## config.mk

```make
export PLATFORM = sky130hd
export DESIGN_NAME = csr_rd_rewrite
export DESIGN_NICKNAME = d
export VERILOG_FILES = /design/src/rtl/csr_rw_pkg.sv /design/src/rtl/vl_ptr_cache.sv /design/src/rtl/csr_rd_match.sv /design/src/rtl/dec_out_reg.sv /design/src/rtl/csr_rd_rewrite.sv
export SDC_FILE = /design/constraint.sdc
export NUM_CORES = 1
export LEC_CHECK = 0
export ABC_CLOCK_PERIOD_IN_PS = 1800
export CAP_MARGIN = 10
export CORE_MARGIN = 2
export CORE_UTILIZATION = 45
export CTS_BUF_LIST = sky130_fd_sc_hd__clkbuf_2 sky130_fd_sc_hd__clkbuf_4 sky130_fd_sc_hd__clkbuf_8
export CTS_CLUSTER_DIAMETER = 80
export DETAILED_ROUTE_END_ITERATION = 16
export DONT_BUFFER_PORTS = 1
export GPL_ROUTABILITY_DRIVEN = 0
export HOLD_SLACK_MARGIN = 0.06
export PLACE_DENSITY_LB_ADDON = 0.15
export RECOVER_POWER = 100
export SYNTH_ARGS = -nofsm -noshare
export SYNTH_HDL_FRONTEND = slang
export SYNTH_SLANG_ARGS = --single-unit
export TNS_END_PERCENT = 30
```

## constraint.sdc

```tcl
create_clock -name clk_i -period 1.8 [get_ports clk_i]
set_input_delay 0.36 -clock clk_i [delete_from_list [all_inputs] [get_ports clk_i]]
set_output_delay 0.36 -clock clk_i [all_outputs]
set_load 0.01 [all_outputs]
```

## src/rtl/csr_rw_pkg.sv

```systemverilog
package csr_rw_pkg;
  localparam int unsigned ILEN  = 32;
  localparam int unsigned IDX_W = 5;

  localparam logic [6:0] OP_SYSTEM = 7'b1110011;
  localparam logic [6:0] OP_IMM    = 7'b0010011;
  localparam logic [2:0] F3_CSRRS  = 3'b010;
  localparam logic [2:0] F3_ADDI   = 3'b000;

  typedef struct packed {
    logic [ILEN-1:0] insn;
    logic            rewritten;
    logic            no_dest;
  } dec_out_t;
endpackage

```

## src/rtl/vl_ptr_cache.sv

```systemverilog
module vl_ptr_cache #(
  parameter int unsigned IDX_W = 5
) (
  input  logic             clk_i,
  input  logic             rst_ni,
  input  logic             set_i,
  input  logic [IDX_W-1:0] idx_i,
  input  logic             clr_i,
  output logic [IDX_W-1:0] eff_o,
  output logic [IDX_W-1:0] q_o
);
  logic [IDX_W-1:0] ptr_q;
  logic [IDX_W-1:0] ptr_d;

  // clear beats set; the updated value is visible in the same cycle
  always_comb begin
    ptr_d = ptr_q;
    if (clr_i)      ptr_d = '0;
    else if (set_i) ptr_d = idx_i;
  end

  always_ff @(posedge clk_i or negedge rst_ni) begin
    if (!rst_ni) ptr_q <= '0;
    else         ptr_q <= ptr_d;
  end

  assign eff_o = ptr_d;
  assign q_o   = ptr_q;

  assert_clr_prio_R8: assert property (@(posedge clk_i) disable iff (!rst_ni)
    clr_i |=> (ptr_q == '0));

  assert_set_load_R11: assert property (@(posedge clk_i) disable iff (!rst_ni)
    (set_i && !clr_i) |=> (ptr_q == $past(idx_i)));

  assert_hold_R11: assert property (@(posedge clk_i) disable iff (!rst_ni)
    (!set_i && !clr_i) |=> $stable(ptr_q));
endmodule

```

## src/rtl/csr_rd_match.sv

```systemverilog
module csr_rd_match
  import csr_rw_pkg::*;
#(
  parameter logic [11:0] VL_CSR = 12'hC20
) (
  input  logic [ILEN-1:0]  insn_i,
  input  logic [IDX_W-1:0] ptr_i,
  output dec_out_t         dec_o
);
  logic [6:0]       opc;
  logic [2:0]       f3;
  logic [IDX_W-1:0] rd, rs1;
  logic [11:0]      csr;
  logic             is_pure_rd;
  logic             hit;

  assign opc = insn_i[6:0];
  assign rd  = insn_i[11:7];
  assign f3  = insn_i[14:12];
  assign rs1 = insn_i[19:15];
  assign csr = insn_i[31:20];

  assign is_pure_rd = (opc == OP_SYSTEM) && (f3 == F3_CSRRS) && (rs1 == '0);
  assign hit        = is_pure_rd && (csr == VL_CSR) && (ptr_i != '0);

  always_comb begin
    dec_o.insn      = insn_i;
    dec_o.rewritten = 1'b0;
    dec_o.no_dest   = 1'b0;
    if (hit) begin
      dec_o.insn      = {12'h000, ptr_i, F3_ADDI, rd, OP_IMM};
      dec_o.rewritten = 1'b1;
      dec_o.no_dest   = (rd == '0);
    end
  end
endmodule

```

## src/rtl/dec_out_reg.sv

```systemverilog
module dec_out_reg #(
  parameter int unsigned W = 34
) (
  input  logic         clk_i,
  input  logic         rst_ni,
  input  logic         valid_i,
  input  logic [W-1:0] data_i,
  output logic         ready_o,
  output logic         valid_o,
  output logic [W-1:0] data_o,
  input  logic         ready_i
);
  logic         valid_q;
  logic [W-1:0] data_q;

  assign ready_o = !valid_q || ready_i;

  always_ff @(posedge clk_i or negedge rst_ni) begin
    if (!rst_ni) begin
      valid_q <= 1'b0;
      data_q  <= '0;
    end else if (ready_o) begin
      valid_q <= valid_i;
      if (valid_i) data_q <= data_i;
    end
  end

  assign valid_o = valid_q;
  assign data_o  = data_q;

  assert_stall_hold_R10: assert property (@(posedge clk_i) disable iff (!rst_ni)
    (valid_o && !ready_i) |=> (valid_o && $stable(data_o)));

  assert_latency_R9: assert property (@(posedge clk_i) disable iff (!rst_ni)
    (valid_i && ready_o) |=> (valid_o && data_o == $past(data_i)));
endmodule

```

## src/rtl/csr_rd_rewrite.sv

```systemverilog
module csr_rd_rewrite
  import csr_rw_pkg::*;
#(
  parameter logic [11:0] VL_CSR = 12'hC20
) (
  input  logic             clk_i,
  input  logic             rst_ni,
  input  logic             in_valid_i,
  input  logic [ILEN-1:0]  in_insn_i,
  output logic             in_ready_o,
  input  logic             ptr_set_i,
  input  logic [IDX_W-1:0] ptr_idx_i,
  input  logic             ptr_clr_i,
  output logic             out_valid_o,
  output logic [ILEN-1:0]  out_insn_o,
  output logic             out_rewritten_o,
  output logic             out_no_dest_o,
  input  logic             out_ready_i
);
  localparam int unsigned DW = $bits(dec_out_t);

  logic [IDX_W-1:0] ptr_eff, ptr_q;
  dec_out_t         dec_d, dec_q;
  logic [DW-1:0]    dec_q_raw;

  vl_ptr_cache #(.IDX_W(IDX_W)) u_cache (
    .clk_i (clk_i),
    .rst_ni(rst_ni),
    .set_i (ptr_set_i),
    .idx_i (ptr_idx_i),
    .clr_i (ptr_clr_i),
    .eff_o (ptr_eff),
    .q_o   (ptr_q)
  );

  csr_rd_match #(.VL_CSR(VL_CSR)) u_match (
    .insn_i(in_insn_i),
    .ptr_i (ptr_eff),
    .dec_o (dec_d)
  );

  dec_out_reg #(.W(DW)) u_oreg (
    .clk_i  (clk_i),
    .rst_ni (rst_ni),
    .valid_i(in_valid_i),
    .data_i (dec_d),
    .ready_o(in_ready_o),
    .valid_o(out_valid_o),
    .data_o (dec_q_raw),
    .ready_i(out_ready_i)
  );

  assign dec_q           = dec_out_t'(dec_q_raw);
  assign out_insn_o      = dec_q.insn;
  assign out_rewritten_o = dec_q.rewritten;
  assign out_no_dest_o   = dec_q.no_dest;

  assert_move_fmt_R2: assert property (@(posedge clk_i) disable iff (!rst_ni)
    (out_valid_o && out_rewritten_o) |->
      (out_insn_o[6:0] == OP_IMM && out_insn_o[14:12] == F3_ADDI &&
       out_insn_o[31:20] == 12'h000 && out_insn_o[19:15] != '0));

  assert_no_dest_R6: assert property (@(posedge clk_i) disable iff (!rst_ni)
    (out_valid_o && out_no_dest_o) |-> (out_rewritten_o && out_insn_o[11:7] == '0));

  assert_idle_ptr_R3: assert property (@(posedge clk_i) disable iff (!rst_ni)
    (in_valid_i && in_ready_o && ptr_q == '0 && !ptr_set_i) |=> !out_rewritten_o);

  assert_stall_ready_R10: assert property (@(posedge clk_i) disable iff (!rst_ni)
    (out_valid_o && !out_ready_i) |-> !in_ready_o);
endmodule

```

# --- Word level (Yosys, flattened, before mapping) ---
# Index checks and enable logic that the tools add are counted.
word_totals:
  ff_bits: 40
  latch_bits: 0
  mem_bits_rw: 0
  rom_bits: 0
  input_bits: 43
  out_inout_bits: 36
  elab_cells: 19
  n_memories: 0
op_classes:
  addsub: 0
  multipliers: 0
  div_mod_pow: 0
  magnitude_cmp: 0
  eq_ne: 3
  shift: 0
  muxes: 3
  bitwise_logic: 0
  reduce_logical: 10
ops:
  columns: ["op", "n"]
  rows:
  - ["34-bit 2-to-1 mux", 1]
  - ["12-bit equality test (second input constant)", 1]
  - ["5-bit zero test", 2]
  - ["5-bit 2-to-1 mux", 2]
  - ["7-bit equality test (second input constant)", 1]
  - ["5-bit nonzero test", 1]
  - ["1-bit logical AND", 4]
  - ["3-bit by 2-bit equality test with 1-bit output (second input constant)", 1]
  - ["2-bit AND reduction", 1]
  - ["1-bit zero test", 1]
  - ["1-bit logical OR", 1]

# --- Depth between registers and ports, before layout ---
depth:
  word_depth: 6
  ltp_mapped: 6
  mapped_depth_nobuf: 4

# --- Modules after synthesis ---
# Synthesis repeated with hierarchy kept, for this count alone.
unflattened:
  hier_cells: 152
  hier_area_um2: 2060.7
by_module_without_submodules:
  columns: ["module", "instances", "cells_each", "area_each_um2", "seq_area_each_um2"]
  rows:
  - ["dec_out_reg", 1, 75, 1463.9, 875.8]
  - ["csr_rd_match", 1, 61, 391.6, 0.0]
  - ["vl_ptr_cache", 1, 16, 205.2, 125.1]

# --- Least setup slack after synthesis ---
# OpenSTA, ideal clock, no wires.
synth_timing:
  path_kind: "in2reg"
  startpoint: "input port ptr_set_i"
  endpoint: "register u_oreg.data_q[15] (netlist: u_oreg.data_o[15])"
  arrival_ps: 1336
  t_required_ps: 1665
  setup_slack_ps: 329
  stages: 5
  path_buffers: 1
  cell_sequence: "buf_4 -> mux2i_1 -> a41o_1 -> a211oi_4 -> o21ai_0"
synth_via:
  elab_chain_cells: 5
synth_lines:
  columns: ["item", "line", "source"]
  rows:
  - ["start: declaration", "csr_rd_rewrite.sv:11", "input logic ptr_set_i,"]
  - ["5-bit 2-to-1 mux", "vl_ptr_cache.sv:19", "else if (set_i) ptr_d = idx_i;"]
  - ["5-bit 2-to-1 mux", "vl_ptr_cache.sv:18", "if (clr_i) ptr_d = '0;"]
  - ["5-bit nonzero test", "csr_rd_match.sv:24", "assign hit = is_pure_rd && (csr == VL_CSR) && (ptr_i != '0);"]
  - ["1-bit logical AND", "csr_rd_match.sv:24", null]
  - ["34-bit 2-to-1 mux", "csr_rd_match.sv:30", "if (hit) begin"]
  - ["end signal: assignment", "dec_out_reg.sv:24", "if (valid_i) data_q <= data_i;"]
  - ["end: declaration", "dec_out_reg.sv:14", "logic [W-1:0] data_q;"]
# No other way between the ends.
# A chain may end at the register's enable or synchronous reset.

# --- Final worst setup path ---
layout_timing:
  startpoint: "register u_cache.ptr_q[4] (netlist: u_cache.q_o[4])"
  endpoint: "register u_oreg.data_q[33] (netlist: u_oreg.data_o[33])"
layout_via:
  elab_chain_cells: 5
layout_lines:
  columns: ["item", "line", "source"]
  rows:
  - ["start: declaration", "vl_ptr_cache.sv:12", "logic [IDX_W-1:0] ptr_q;"]
  - ["start signal: assignment", "vl_ptr_cache.sv:24", "else ptr_q <= ptr_d;"]
  - ["5-bit 2-to-1 mux", "vl_ptr_cache.sv:19", null]
  - ["5-bit 2-to-1 mux", "vl_ptr_cache.sv:18", null]
  - ["5-bit nonzero test", "csr_rd_match.sv:24", null]
  - ["1-bit logical AND", "csr_rd_match.sv:24", null]
  - ["34-bit 2-to-1 mux", "csr_rd_match.sv:30", null]
# No other way between the ends.

==> impl_metrics.toml <==
[grt]
grt_max_degree = 41
grt-ovfl-total = 0
antenna_found_initial = 0
grt_pass1_wl_um = 6154
grtUsageTotal_pct = 19.01
grt_pass1_vias = 1350

[synthesis]
synth_cells = 180
yosys_warnings = 0
netlist_area_um2 = 1702
seq_area_frac_synth_pct = 58.82
syn-mean-instance-area_um2 = 9.454
synth.distinct_cells = 25
ys_ff_latch = 40
synth_edf_count = 0
synthArstFlopShare_pct = 100.0
ys.flop_type = "dfrtp_1"
synth.net_count = 223

[clock_tree]
root_buffer = "clkbuf_8"
cts.clk_slew.worst_paths_ps = 70
cts_tree = "yes"
cts_max_level = 2
clock_latency_ps = 290
clock_path_buffers = 2
cts_buffers = 5
clock-sinks = 40

[worst_setup_path]
worstPathRequired_ps = 1940
worstPathArrival_ps = 1630
max_stage_delay_ps = 470
path_buf_inv = 0
reg2regPathDepth = 4
cp_top_family = "compound AO/OA/AOI/OAI gates"
start_kind = "flip-flop"
cp-end-kind = "flip-flop"
cp_slowest_cell = "a211oi_2"
path_max_fanout = 8
crit_type = "flip-flop to flip-flop"
cp.depth = 4
cp_cell_sequence = "mux2i_1, a41o_1, a211oi_2, o21ai_0"

[drt]
drtIter0Drc = 107
via_per_inst = 5.429
drt_wl_total_um = 3630
drt_pass1_iterations = 4
routed-via-count = 1265
drcViolationCount = 0
wire_per_inst_um = 15.58
ant_nets = 0

[hold_path]
holdPathStages = 1
worstHoldPathType = "input pin to flip-flop"

[sta]
min_period_ps = 1491
fmaxAchievable_mhz = 670.9
post-route-period-util_pct = 82.81
worst_slew_pin_slew_ps = 959.7
finClkSkew_ps = 4.099
finalSetupViolations = 0
slew_headroom_pct = 36.02
rsz0062_at_grt = "no"
drv_slew = 0
hold_viol = 0
worst_hold_slack_ps = 130.0
setup_tns_ps = 0

[pwr]
peakVddDrop_v = 0.0005031
fin_total_pwr_mw = 1.923
pwr_density_cell_nw_per_um2 = 1037
power.leakage_nw = 0.9158

[die]
die_w_um = 65.50
die_y_um = 65.50
die-area_um2 = 4290
rows = 22
start_util_pct = 46.48
io_pins = 79
core_um2 = 3661

[run]
cap_violations = 0

[run_status]
status = "completed"

[final_layout]
drive_gt1_share_pct = 9.189
nets = 227
diodes = 0
area_growth_pct = 8.971

[placement]
numPortBuffers = 0
post-dp-hpwl_um = 2721
## path summary, 6_finish.rpt
path | from | end | slack [ps]
worst max register to register | u_cache.q_o[4] | u_oreg.data_o[33] | 310
worst max-delay path | u_cache.q_o[4] | u_oreg.data_o[33] | 310
max in group asynchronous | rst_ni | u_oreg.data_o[5] | 410
min in group asynchronous | rst_ni | u_oreg.data_o[22] | 790
worst min register to register | u_cache.q_o[2] | u_cache.q_o[2] | 550
worst min-delay path | ptr_clr_i | u_cache.q_o[2] | 130
## cell usage in the layout (no fill, tap or decap), drive strengths merged
cell / instances
nand2: 76
dfrtp: 40
nor2: 14
clkbuf: 10
o21ai: 6
mux2i: 5
or4: 5
a21oi: 5
and4bb: 3
buf: 3
nand2b: 2
nor4: 2
nor3: 2
or2: 1
inv: 1
and4b: 1
nand4: 1
nand3: 1
and2: 1
or3: 1
a41o: 1
a211oi: 1
mux2: 1
a22o: 1
dlygate4sd3: 1
## flip-flops by register name (all words and copies together) (netlist names)
name and cells:
u_cache.q_o 5, u_oreg.data_o 34, u_oreg.valid_o 1
## kinds of logic after synthesis
family / Yosys count / share of synthesized area, %
AO/OA/AOI/OAI: 14 / 5.515
buffers and inverters: 10 / 2.500
flip-flops: 40 / 58.82
multiplexers: 6 / 3.603
AND/OR/NAND/NOR: 110 / 29.56
## cell usage after synthesis (2+ instances only)
library cell	number	area share, %
nand2_1	76	17
dfrtp_1	40	59
nor2_1	14	3.1
clkbuf_1	7	1.5
o21ai_0	6	1.8
a21oi_1	5	1.5
mux2i_1	5	2.9
or4_1	5	2.2
and4bb_2	3	2.2
nand2b_1	2	0.74
nor3_1	2	0.59
nor4_1	2	0.74
## what timing repair did
| item | 4_1_cts | 5_1_grt |
|---|---|---|
| hold endpoints to repair | 40 | 0 |
| setup buffers | 0 | 0 |
| resized for setup | 0 | 0 |
| hold buffers | 2 | 0 |
## cell type report
class	instances	area (um2)
repair buffers	6	41.29
inverters	1	3.754
fillers	374	1807
flip-flops and latches	40	1001
multi-input cells	130	650.6
clock buffers	8	97.59
well taps	48	60.06
## through the flow
step / std cells / worst slack (ps) / area [um2] / util (%)
CTS: 233 / 375.3 / 1881 / 51.37
global route: 233 / 117.8 / 1854 / 50.65
floorplan: 180 / 328.6 / 1702 / -
global placement: 223 / 188.7 / 1753 / 47.88
finish: 233 / 309.5 / 1854 / 50.65
detailed placement: 223 / 140.4 / 1753 / 47.88
## power by group
group          leakage (nW)  switching, mW  internal [mW]
Clock                0.0523          0.286          0.343
Combinational         0.372          0.111         0.0668
Sequential            0.491          0.116           1.00
## layer usage
metal  up-vias  GRT usage [%]  part of all wire (%)
met2        59          30.48                    50
met1       610          22.60                    39
met4         0          8.594                   1.0
met3         4          7.363                    10
li1        592              -                     -
met5         -              0                     0
Note: power is estimated with default switching activity, not from simulation.
